### config.mk
export PLATFORM = sky130hd
export DESIGN_NAME = pvic_top
export DESIGN_NICKNAME = d
export VERILOG_FILES = /design/src/rtl/pvic_pkg.sv /design/src/rtl/pvic_ext_line.sv /design/src/rtl/pvic_arbiter.sv /design/src/rtl/pvic_gie.sv /design/src/rtl/pvic_top.sv
export SDC_FILE = /design/constraint.sdc
export NUM_CORES = 1
export LEC_CHECK = 0
export BUFFER_PORTS_ARGS = -buffer_cell sky130_fd_sc_hd__buf_2
export CORE_AREA = 4 4 65 67
export DETAILED_ROUTE_END_ITERATION = 12
export DIE_AREA = 0 0 69 71
export PLACE_DENSITY = 0.71
export SYNTH_ARGS = -nofsm -noshare
export SYNTH_HDL_FRONTEND = slang
export SYNTH_HIERARCHICAL = 1
export SYNTH_SLANG_ARGS = --single-unit
### constraint.sdc
create_clock -name clk -period 4.4 [get_ports clk]
set_input_delay 0.22 -clock clk [delete_from_list [all_inputs] [get_ports clk]]
set_output_delay 0.22 -clock clk [all_outputs]
set_load 0.05 [all_outputs]
### src/rtl/pvic_pkg.sv
// Shared types for the vectored interrupt controller.
// Assumes two-bit trigger codes per external line.
package pvic_pkg;
    typedef enum logic [1:0] {
        TRIG_LOW  = 2'b00,
        TRIG_FALL = 2'b01,
        TRIG_RISE = 2'b10,
        TRIG_OFF  = 2'b11
    } trig_e;
endpackage

### src/rtl/pvic_ext_line.sv
// One external interrupt line: it synchronizes the pin, detects edges, latches
// a pending flag in edge modes and forms the request in every mode.
// Assumes the pin idles high, so the synchronizer resets to 1.
module pvic_ext_line
    import pvic_pkg::*;
(
    input  logic  clk,
    input  logic  rst_n,
    input  logic  pin_i,
    input  logic  en_i,
    input  trig_e mode_i,
    input  logic  ack_i,
    output logic  req_o
);
    logic s1_q, s2_q, s3_q;
    logic pend_q;
    logic rise, fall, edge_hit, edge_mode;

    // two-flop synchronizer plus one history flop for edge detection
    always_ff @(posedge clk) begin
        if (!rst_n) begin
            s1_q <= 1'b1;
            s2_q <= 1'b1;
            s3_q <= 1'b1;
        end else begin
            s1_q <= pin_i;
            s2_q <= s1_q;
            s3_q <= s2_q;
        end
    end

    // decode the edge seen this cycle against the selected trigger
    always_comb begin
        rise      = s2_q & ~s3_q;
        fall      = ~s2_q & s3_q;
        edge_mode = (mode_i == TRIG_RISE) || (mode_i == TRIG_FALL);
        edge_hit  = ((mode_i == TRIG_RISE) & rise) | ((mode_i == TRIG_FALL) & fall);
    end

    // pending flag: set on edge, cleared on acceptance, dropped when disabled
    always_ff @(posedge clk) begin
        if (!rst_n) begin
            pend_q <= 1'b0;
        end else begin
            pend_q <= en_i & edge_mode & ((pend_q & ~ack_i) | edge_hit);
        end
    end

    // request toward the arbiter
    always_comb begin
        req_o = en_i & (((mode_i == TRIG_LOW) & ~s2_q) | (edge_mode & pend_q));
    end
endmodule

### src/rtl/pvic_arbiter.sv
// Fixed-priority arbiter: the lowest index among the asserted requests wins.
// Assumes the requests are already masked.
module pvic_arbiter #(
    parameter int unsigned N   = 9,
    localparam int unsigned IDW = (N > 1) ? $clog2(N) : 1
) (
    input  logic [N-1:0]   req_i,
    output logic           valid_o,
    output logic [IDW-1:0] idx_o
);
    // scan from the top down so the lowest set index is kept last
    always_comb begin
        valid_o = 1'b0;
        idx_o   = '0;
        for (int i = N - 1; i >= 0; i--) begin
            if (req_i[i]) begin
                valid_o = 1'b1;
                idx_o   = IDW'(i);
            end
        end
    end
endmodule

### src/rtl/pvic_gie.sv
// Global interrupt enable flag. Acceptance and clear take precedence over
// set and return. Assumes the command inputs are single-cycle pulses.
module pvic_gie (
    input  logic clk,
    input  logic rst_n,
    input  logic set_i,
    input  logic clr_i,
    input  logic reti_i,
    input  logic accept_i,
    output logic gie_o
);
    // update the flag in precedence order
    always_ff @(posedge clk) begin
        if (!rst_n) begin
            gie_o <= 1'b0;
        end else if (accept_i || clr_i) begin
            gie_o <= 1'b0;
        end else if (set_i || reti_i) begin
            gie_o <= 1'b1;
        end
    end
endmodule

### src/rtl/pvic_top.sv
// Vectored interrupt controller top. It masks the sources, arbitrates by
// vector number and registers the take strobe, vector number and address.
// Assumes the core accepts take_o in the cycle it is high.
module pvic_top
    import pvic_pkg::*;
#(
    parameter int unsigned N_EXT  = 4,
    parameter int unsigned N_INT  = 4,
    parameter int unsigned ADDR_W = 16,
    parameter logic [ADDR_W-1:0] ALT_BASE = 'h0400,
    localparam int unsigned NVEC = 1 + N_EXT + N_INT,
    localparam int unsigned IDW  = $clog2(NVEC)
) (
    input  logic               clk,
    input  logic               rst_n,
    input  logic [N_EXT-1:0]   ext_irq_i,
    input  logic [N_EXT-1:0]   ext_en_i,
    input  logic [2*N_EXT-1:0] ext_mode_i,
    input  logic [N_INT-1:0]   int_irq_i,
    input  logic               rst_req_i,
    input  logic               gie_set_i,
    input  logic               gie_clr_i,
    input  logic               reti_i,
    input  logic               base_sel_i,
    output logic               take_o,
    output logic [IDW-1:0]     vec_num_o,
    output logic [ADDR_W-1:0]  vec_addr_o,
    output logic               gie_o
);
    localparam int unsigned EXT_LO = 1;
    localparam int unsigned INT_LO = 1 + N_EXT;

    logic [N_EXT-1:0] ext_req;
    logic [NVEC-1:0]  masked_req;
    logic [NVEC-1:0]  ack_vec;
    logic             arb_valid, grant;
    logic [IDW-1:0]   arb_idx;
    logic             rst_req_q, rst_pend_q;
    logic [ADDR_W-1:0] base;

    // one synchronizer and trigger unit per external line
    for (genvar g = 0; g < N_EXT; g++) begin : g_ext
        pvic_ext_line u_line (
            .clk    (clk),
            .rst_n  (rst_n),
            .pin_i  (ext_irq_i[g]),
            .en_i   (ext_en_i[g]),
            .mode_i (trig_e'(ext_mode_i[2*g +: 2])),
            .ack_i  (ack_vec[EXT_LO + g]),
            .req_o  (ext_req[g])
        );
    end

    // reset request: latch its rising edge until vector 0 is accepted
    always_ff @(posedge clk) begin
        if (!rst_n) begin
            rst_req_q  <= 1'b0;
            rst_pend_q <= 1'b0;
        end else begin
            rst_req_q  <= rst_req_i;
            rst_pend_q <= (rst_pend_q & ~ack_vec[0]) | (rst_req_i & ~rst_req_q);
        end
    end

    // build the masked request vector in vector-number order
    always_comb begin
        masked_req = '0;
        masked_req[0] = rst_pend_q;
        for (int i = 0; i < N_EXT; i++) masked_req[EXT_LO + i] = ext_req[i] & gie_o;
        for (int j = 0; j < N_INT; j++) masked_req[INT_LO + j] = int_irq_i[j] & gie_o;
    end

    pvic_arbiter #(.N(NVEC)) u_arb (
        .req_i   (masked_req),
        .valid_o (arb_valid),
        .idx_o   (arb_idx)
    );

    // grant only outside a strobe cycle, so acceptances are separated by one idle cycle
    always_comb begin
        grant   = arb_valid & ~take_o;
        ack_vec = '0;
        if (grant) ack_vec[arb_idx] = 1'b1;
        base    = base_sel_i ? ALT_BASE : '0;
    end

    pvic_gie u_gie (
        .clk      (clk),
        .rst_n    (rst_n),
        .set_i    (gie_set_i),
        .clr_i    (gie_clr_i),
        .reti_i   (reti_i),
        .accept_i (grant),
        .gie_o    (gie_o)
    );

    // register the strobe and hold the vector outputs between acceptances
    always_ff @(posedge clk) begin
        if (!rst_n) begin
            take_o     <= 1'b0;
            vec_num_o  <= '0;
            vec_addr_o <= '0;
        end else begin
            take_o <= grant;
            if (grant) begin
                vec_num_o  <= arb_idx;
                vec_addr_o <= base + (ADDR_W'(arb_idx) << 2);
            end
        end
    end
endmodule

==> results.sh, run 1 <==
export IMPL_outcome="completed"
export IMPL_worstPathMaxFanout=6
export IMPL_seqCellArea_um2=500
export IMPL_dp_hpwl_um=2050
export IMPL_clock_path_buffers=2
export IMPL_fmaxAchievable_mhz=427
export IMPL_cts_buffers=3
export IMPL_cts_root_buf="clkbuf_8"
export IMPL_die_w_um=69
export IMPL_finalNetCount=241
export IMPL_totalWireLength_um=2560
export IMPL_finalNonFillerCells=249
export IMPL_start_util_pct=39.4
export IMPL_yosys_cell_types_count=28
export IMPL_die_y_um=71
export IMPL_cp_slowest_cell="o41ai_1"
export IMPL_grt_ovfl_total=0
export IMPL_worst_slew_pin_slew_ns=0.914
export IMPL_via_count=1125
export IMPL_whs_path_depth=2
export IMPL_finalClockSkew_ns=0.00299
export IMPL_row_count=22
export IMPL_htree_levels=1
export IMPL_hold_viol_final=0
export IMPL_max_cap_violations=0
export IMPL_yosys_area_top_type="dfxtp_1"
export IMPL_critPathTopFamily="compound AO/OA/AOI/OAI gates"
export IMPL_cp_slowest_stage_delay_ns=0.85
export IMPL_finalSetupTns_ns=0
export IMPL_ys_ff_latch=25
export IMPL_antenna_left=0
export IMPL_drt_iter0_drc=32
export IMPL_io_pins=49
export IMPL_critPathBufInv=2
export IMPL_cp_end_kind="register"
export IMPL_die_area_um2=4900
export IMPL_dpl_cell_count=245
export IMPL_critical_path_class="register to register"
export IMPL_gp_congestion=0.800
export IMPL_drc=0
export IMPL_syn_avg_cell_area_um2=8.67
export IMPL_rsz0062_at_grt="no"
export IMPL_cts_hold_buffers_added=0
export IMPL_power_leakage_uw=0.000794
export IMPL_postCtsSetupRepairBufs=0
export IMPL_grt_max_degree=26
export IMPL_clock_latency_ns=0.26
export IMPL_setup_violations=0
export IMPL_cp_arrival_ns=2.50
export IMPL_grt_pass1_vias=1057
export IMPL_routed_via_density=4.52
export IMPL_post_route_period_util_pct=53.2
export IMPL_coreArea_um2=3630
export IMPL_first_pass_iters=4
export IMPL_powerDensity_nw_per_um2=311
export IMPL_multi_input_area_um2=769
export IMPL_cts_sinks=25
export IMPL_syn_inst=165
export IMPL_grtUsageTotal_pct=10.2
export IMPL_critPathLaunchType="register"
export IMPL_synth_seq_area_share_pct=35.0
export IMPL_antenna_found_initial=0
export IMPL_r2r_cells=9
export IMPL_cp_required_ns=4.56
export IMPL_min_path_type="input port to register"
export IMPL_area_growth_synth_to_final_pct=15.3
export IMPL_cts_tree="done"
export IMPL_synth_top_area_share_pct=35.0
export IMPL_ctsResizeCount=0
export IMPL_ir_drop_mv=0.202
export IMPL_wl_per_cell_um=10.3
export IMPL_antenna_cells=0
export IMPL_synth_warnings=6
export IMPL_max_slew_margin_pct=38.2
export IMPL_drive_gt1_share_pct=27.4
export IMPL_fillCellCount=384
export IMPL_portBuffers=37
export IMPL_path_cells="inv_2 -> a22oi_2 -> nor2b_1 -> and2_1 -> o41ai_1 -> and3_1 -> inv_1 -> a32oi_1 -> a21oi_1"
export IMPL_synth_area_um2=1430
export IMPL_clk_pin_slew_ns=0.09
export IMPL_ys_top_cells_by_area="dfxtp_1 35%, ha_1 10%, buf_4 7.9%"
export IMPL_finalMaxSlewViolations=0
export IMPL_grt_pass1_wl_um=4260
export IMPL_fin_crit_ns=2.34
export IMPL_cp_depth=9
synth_stat cells:
master,instances
dfxtp_1,25
inv_1,18
nand2_1,16
buf_4,15
ha_1,12
and2_1,10
nand2b_1,8
nand3_1,8
a21oi_1,7
nor2b_1,6
a21boi_0,5
inv_2,5
a22oi_2,4
a32oi_1,4
nor2_1,4
nor3_1,3
and3_1,2
nor4_2,2
o21ai_0,2
a211oi_1,1
and3b_1,1
conb_1,1
nand2b_4,1
nand3b_1,1
nor3b_1,1
nor4b_2,1
nor4b_4,1
o41ai_1,1
state kept, by name, indices dropped and copies added (netlist names):
signal and cells:
g_ext.u_line/pend_q 4, g_ext.u_line/s1_q 4, g_ext.u_line/s2_q 4, g_ext.u_line/s3_q 4, vec_num_o 3, vec_addr_o 2
rst_pend_q 1, rst_req_q 1, take_o 1, u_gie/gie_o 1
through the flow:
stage | hold WS (ns) | instance area, µm² | util [%] | setup slack [ns] | total power, µW
after floorplan | 0.289 | 1470 | - | 2.24 | 359
after global placement | 0.388 | 1600 | 44.1 | 1.84 | 382
after detailed placement | 0.395 | 1600 | 44.1 | 1.81 | 383
after CTS | 0.107 | 1650 | 45.4 | 2.03 | 518
after global routing | 0.101 | 1650 | 45.4 | 1.85 | 540
final | 0.111 | 1650 | 45.4 | 2.06 | 513
final timing paths:
path | slack, ns | startpoint | to
worst max register to register | 2.06 | g_ext[1].u_line/s2_q | g_ext[2].u_line/pend_q
worst min register to register | 0.41 | g_ext[3].u_line/s1_q | g_ext[3].u_line/s2_q
worst max-delay path | 2.06 | g_ext[1].u_line/s2_q | g_ext[2].u_line/pend_q
worst min-delay path | 0.11 | gie_clr_i | u_gie/gie_o
worst reg2reg max path, delay by kind of cell, from the launching register on:
kind | cells | cell delay (ns)
AOI/OAI and AO/OA | 4 | 1.25
and+or+nand+nor | 3 | 0.53
DFF | 1 | 0.36
buffers and inverters | 2 | 0.10
power breakdown:
part / internal [µW] / switching [µW] / total (µW) / leakage, µW
clock network: 64.0 / 71.6 / 136 / 0.0000217
registers: 237 / 8.86 / 246 / 0.000205
logic: 41.7 / 89.2 / 131 / 0.000568
layer usage:
layer	global-route usage, %	vias to the layer above	wire (µm)
met4	2.60	0	9
met5	0	-	0
li1	-	589	-
met1	12.1	501	1170
met3	3.13	2	203
met2	18.0	33	1180
layout by cell type (no fill, tap or decap), types with 4 or more instances in the layout:
cell	count
nand2b_1	8
nand2_1	16
conb_1	11
inv_1	18
ha_1	12
nor2b_1	6
a32oi_1	4
and2_1	10
inv_2	5
nor2_1	4
a21boi_0	5
buf_2	37
nand3_1	8
a22oi_2	4
dfxtp_1	25
a21oi_1	7
area by class of cell:
type                       instances  area share (%)
inverter                          23            5.23
timing repair buffer              37            11.2
clock buffer                       3            2.50
multi-input combinational        112            46.6
clock inverter                     1           0.455
tap                               48            3.64
sequential                        25            30.3
cell families (layout without fill, tap and decap cells):
family          count (synthesis)  count (layout)  share of synthesized area (%)
buf+inv                        38              64                           13.9
compound gates                 24              24                           12.8
flops                          25              25                           35.0
other cells                     1              11                          0.262
fa+ha+maj                      12              12                           10.5
simple gates                   65              65                           27.5
(Power assumes the default switching activity.)
==> inputs of run 2 (changes only) <==
--- a/config.mk
+++ b/config.mk
@@ -5,11 +5,12 @@
 export SDC_FILE = /design/constraint.sdc
 export NUM_CORES = 1
 export LEC_CHECK = 0
+export ABC_AREA = 1
 export BUFFER_PORTS_ARGS = -buffer_cell sky130_fd_sc_hd__buf_2
-export CORE_AREA = 4 4 65 67
+export CORE_AREA = 4 4 67 69
 export DETAILED_ROUTE_END_ITERATION = 12
-export DIE_AREA = 0 0 69 71
-export PLACE_DENSITY = 0.71
+export DIE_AREA = 0 0 71 73
+export PLACE_DENSITY = 0.69
 export SYNTH_ARGS = -nofsm -noshare
 export SYNTH_HDL_FRONTEND = slang
 export SYNTH_HIERARCHICAL = 1
==> constraint.sdc (replaced) <==
create_clock -name clk -period 2.25 [get_ports clk]
set_input_delay 0.1125 -clock clk [delete_from_list [all_inputs] [get_ports clk]]
set_output_delay 0.1125 -clock clk [all_outputs]
set_load 0.05 [all_outputs]
==> results.sh, run 2 <==
export IMPL_cts_buffers=3
export IMPL_drt_iter0_drc=34
export IMPL_path_cells="nand2_1 -> inv_1 -> inv_1 -> nand2_1 -> nand2_1 -> nand2_1 -> nand2_1 -> a21oi_1 -> inv_1 -> nor3_1 -> inv_1 -> nand2_1 -> nand3_1 -> nand2_1 -> inv_1"
export IMPL_clock_path_buffers=2
export IMPL_finalNetCount=293
export IMPL_yosys_area_share_simple_pct=32.4
export IMPL_top_usage_layer="met2"
export IMPL_synthXorXnorAreaFrac_pct=0
export IMPL_synthArstFlopShare_pct=0
export IMPL_ctsResizeCount=0
export IMPL_outcome="completed"
export IMPL_die_area_um2=5180
export IMPL_r2r_cells=15
export IMPL_critPathBufInv=5
export IMPL_antenna_found_initial=0
export IMPL_use_met2_pct=17.5
export IMPL_synth_top_family_by_area="simple AND/OR/NAND/NOR gates"
export IMPL_io_pins=49
export IMPL_drc=0
export IMPL_grtUsageTotal_pct=11.0
export IMPL_first_pass_iters=4
export IMPL_grt_pass1_wl_um=4630
export IMPL_synth_edf_count=0
export IMPL_syn_inst=218
export IMPL_antenna_left=0
export IMPL_cp_slowest_cell="dfxtp_1"
export IMPL_use_met1_pct=15.1
export IMPL_worstPathMaxFanout=10
export IMPL_synthAdderAreaFrac_pct=10.1
export IMPL_post_route_period_util_pct=89.1
export IMPL_worstHoldStart="ext_irq_i[0]"
export IMPL_muxShareOfSynthArea_pct=0
export IMPL_syn_avg_cell_area_um2=6.85
export IMPL_hold_viol_final=0
export IMPL_dp_hpwl_um=2250
export IMPL_yosys_area_top_type="dfxtp_1"
export IMPL_drive_gt1_share_pct=19.4
export IMPL_synth_area_um2=1490
export IMPL_clock_latency_ns=0.27
export IMPL_die_y_um=73
export IMPL_critPathLaunchType="register"
export IMPL_yosys_cell_types_count=23
export IMPL_start_util_pct=38.2
export IMPL_critPathTopFamily="simple AND/OR/NAND/NOR gates"
export IMPL_power_leakage_uw=0.00103
export IMPL_grtUsageMet3_pct=2.07
export IMPL_totalWireLength_um=2720
export IMPL_row_count=23
export IMPL_cts_hold_buffers_added=0
export IMPL_rsz0062_at_grt="no"
export IMPL_synth_top_area_share_pct=33.5
export IMPL_synth_warnings=6
export IMPL_r2r_start="u_gie/gie_o"
export IMPL_gp_congestion=0.794
export IMPL_preCtsSetupSlack_ns=0.194
export IMPL_fmaxAchievable_mhz=499
export IMPL_cts_sinks=25
export IMPL_synthTopCellsByCount="49 x inv_1, 45 x nand2_1, 25 x dfxtp_1, 25 x nand3_1, 17 x nor2_1"
export IMPL_max_cap_violations=0
export IMPL_postCtsSetupRepairBufs=0
export IMPL_min_path_type="input port to register"
export IMPL_reg2reg_to="g_ext[2].u_line/pend_q"
export IMPL_final_common_cell="inv_1"
export IMPL_synth_ff_type="dfxtp_1"
export IMPL_cp_depth=15
export IMPL_cts_tree="done"
export IMPL_area_growth_synth_to_final_pct=14.6
export IMPL_antenna_cells=0
export IMPL_routed_via_density=4.15
export IMPL_via_count=1257
export IMPL_fin_crit_ns=2.01
export IMPL_final_cell_mix="49 x inv_1, 45 x nand2_1, 37 x buf_2"
export IMPL_finalClockSkew_ns=0.00598
export IMPL_synth_compound_area_share_pct=2.68
export IMPL_cp_end_kind="register"
export IMPL_cp_required_ns=2.43
export IMPL_cp_arrival_ns=2.18
export IMPL_fin_ws_ns=0.245
export IMPL_wl_per_cell_um=8.97
export IMPL_grt_pass1_vias=1137
export IMPL_synth_seq_area_share_pct=33.5
export IMPL_portBuffers=37
export IMPL_coreArea_um2=3910
export IMPL_finalMaxSlewViolations=0
export IMPL_powerDensity_nw_per_um2=606
export IMPL_fin_total_pwr_uw=1040
export IMPL_setup_violations=0
export IMPL_synth_most_common_cell="inv_1"
export IMPL_clk_pin_slew_ns=0.09
export IMPL_grt_ovfl_total=0
export IMPL_reg2reg_setup_slack_ns=0.24
export IMPL_ys_ff_latch=25
export IMPL_htree_levels=1
export IMPL_ir_drop_mv=0.249
export IMPL_cp_common_cell="nand2_1"
export IMPL_ys_top_cells_by_area="dfxtp_1 34%, inv_1 12%, nand2_1 11%"
export IMPL_cp_slowest_stage_delay_ns=0.53
export IMPL_whs_path_depth=2
export IMPL_critical_path_class="register to register"
export IMPL_finalSetupTns_ns=0
export IMPL_hold_end="g_ext[0].u_line/s1_q"
export IMPL_die_w_um=71
export IMPL_cts_root_buf="clkbuf_8"
export IMPL_grt_max_degree=18
## run 2: cell types whose count changed after synthesis, moves of 6 or more
cell / before / now
and2_1: 10 / 0
nor2_1: 4 / 17
nor2b_1: 6 / 0
a21oi_1: 7 / 1
inv_1: 18 / 49
nand2_1: 16 / 45
nand2b_1: 8 / 0
nand3_1: 8 / 25
or2_1: 0 / 8
## run 2: kinds of logic (layout without fill, tap and decap cells)
family / after synthesis / count (layout)
AND/OR/NAND/NOR: 104 / 104
buffers and inverters: 69 / 94
flip-flops: 25 / 25
adder cells (fa/ha/maj): 12 / 12
AO/OA/AOI/OAI: 7 / 7
other: 1 / 11
## run 2: metal layers
| metal | vias to the layer above | wire, µm | part of all wire [%] |
|---|---|---|---|
| li1 | 688 | - | - |
| met1 | 526 | 1320 | 49 |
| met2 | 38 | 1150 | 42 |
| met3 | 5 | 200 | 7.4 |
| met4 | 0 | 42 | 1.5 |
| met5 | - | 0 | 0 |
## run 2: stage by stage
step	instance area, µm²	instances	utilization [%]	hold WS (ns)
global route	1710	303	43.7	0.0119
global placement	1660	299	42.5	0.292
floorplan	1530	228	-	0.181
detailed placement	1660	299	42.5	0.295
CTS	1710	303	43.7	0.00806
finish	1710	303	43.7	0.0135
## run 2: power by group
group	total, µW	switching [µW]	internal, µW
sequential	485	17.7	467
clock	272	146	126
combinational	280	204	76.2
total	1040	368	669
## run 2: how the worst max path moves through the flow
stage             startpoint                endpoint  slack, ns
6_report         u_gie/gie_o  g_ext[2].u_line/pend_q       0.24
3_3_place_gp   ext_mode_i[6]  g_ext[0].u_line/pend_q       0.23
2_1_floorplan    u_gie/gie_o  g_ext[0].u_line/pend_q       0.14
4_1_cts          u_gie/gie_o  g_ext[2].u_line/pend_q       0.24
3_5_place_dp   ext_mode_i[6]  g_ext[2].u_line/pend_q       0.19
5_1_grt          u_gie/gie_o  g_ext[2].u_line/pend_q       0.02
## run 2: layout make-up
cell class                      instances  area, µm²
Sequential cell                        25        500
Inverter                               53        199
Clock buffer                            3       41.3
Clock inverter                          1       7.51
Fill cell                             433       2200
Timing Repair Buffer                   37        185
Tap cell                               50       62.6
Multi-Input combinational cell        134        716
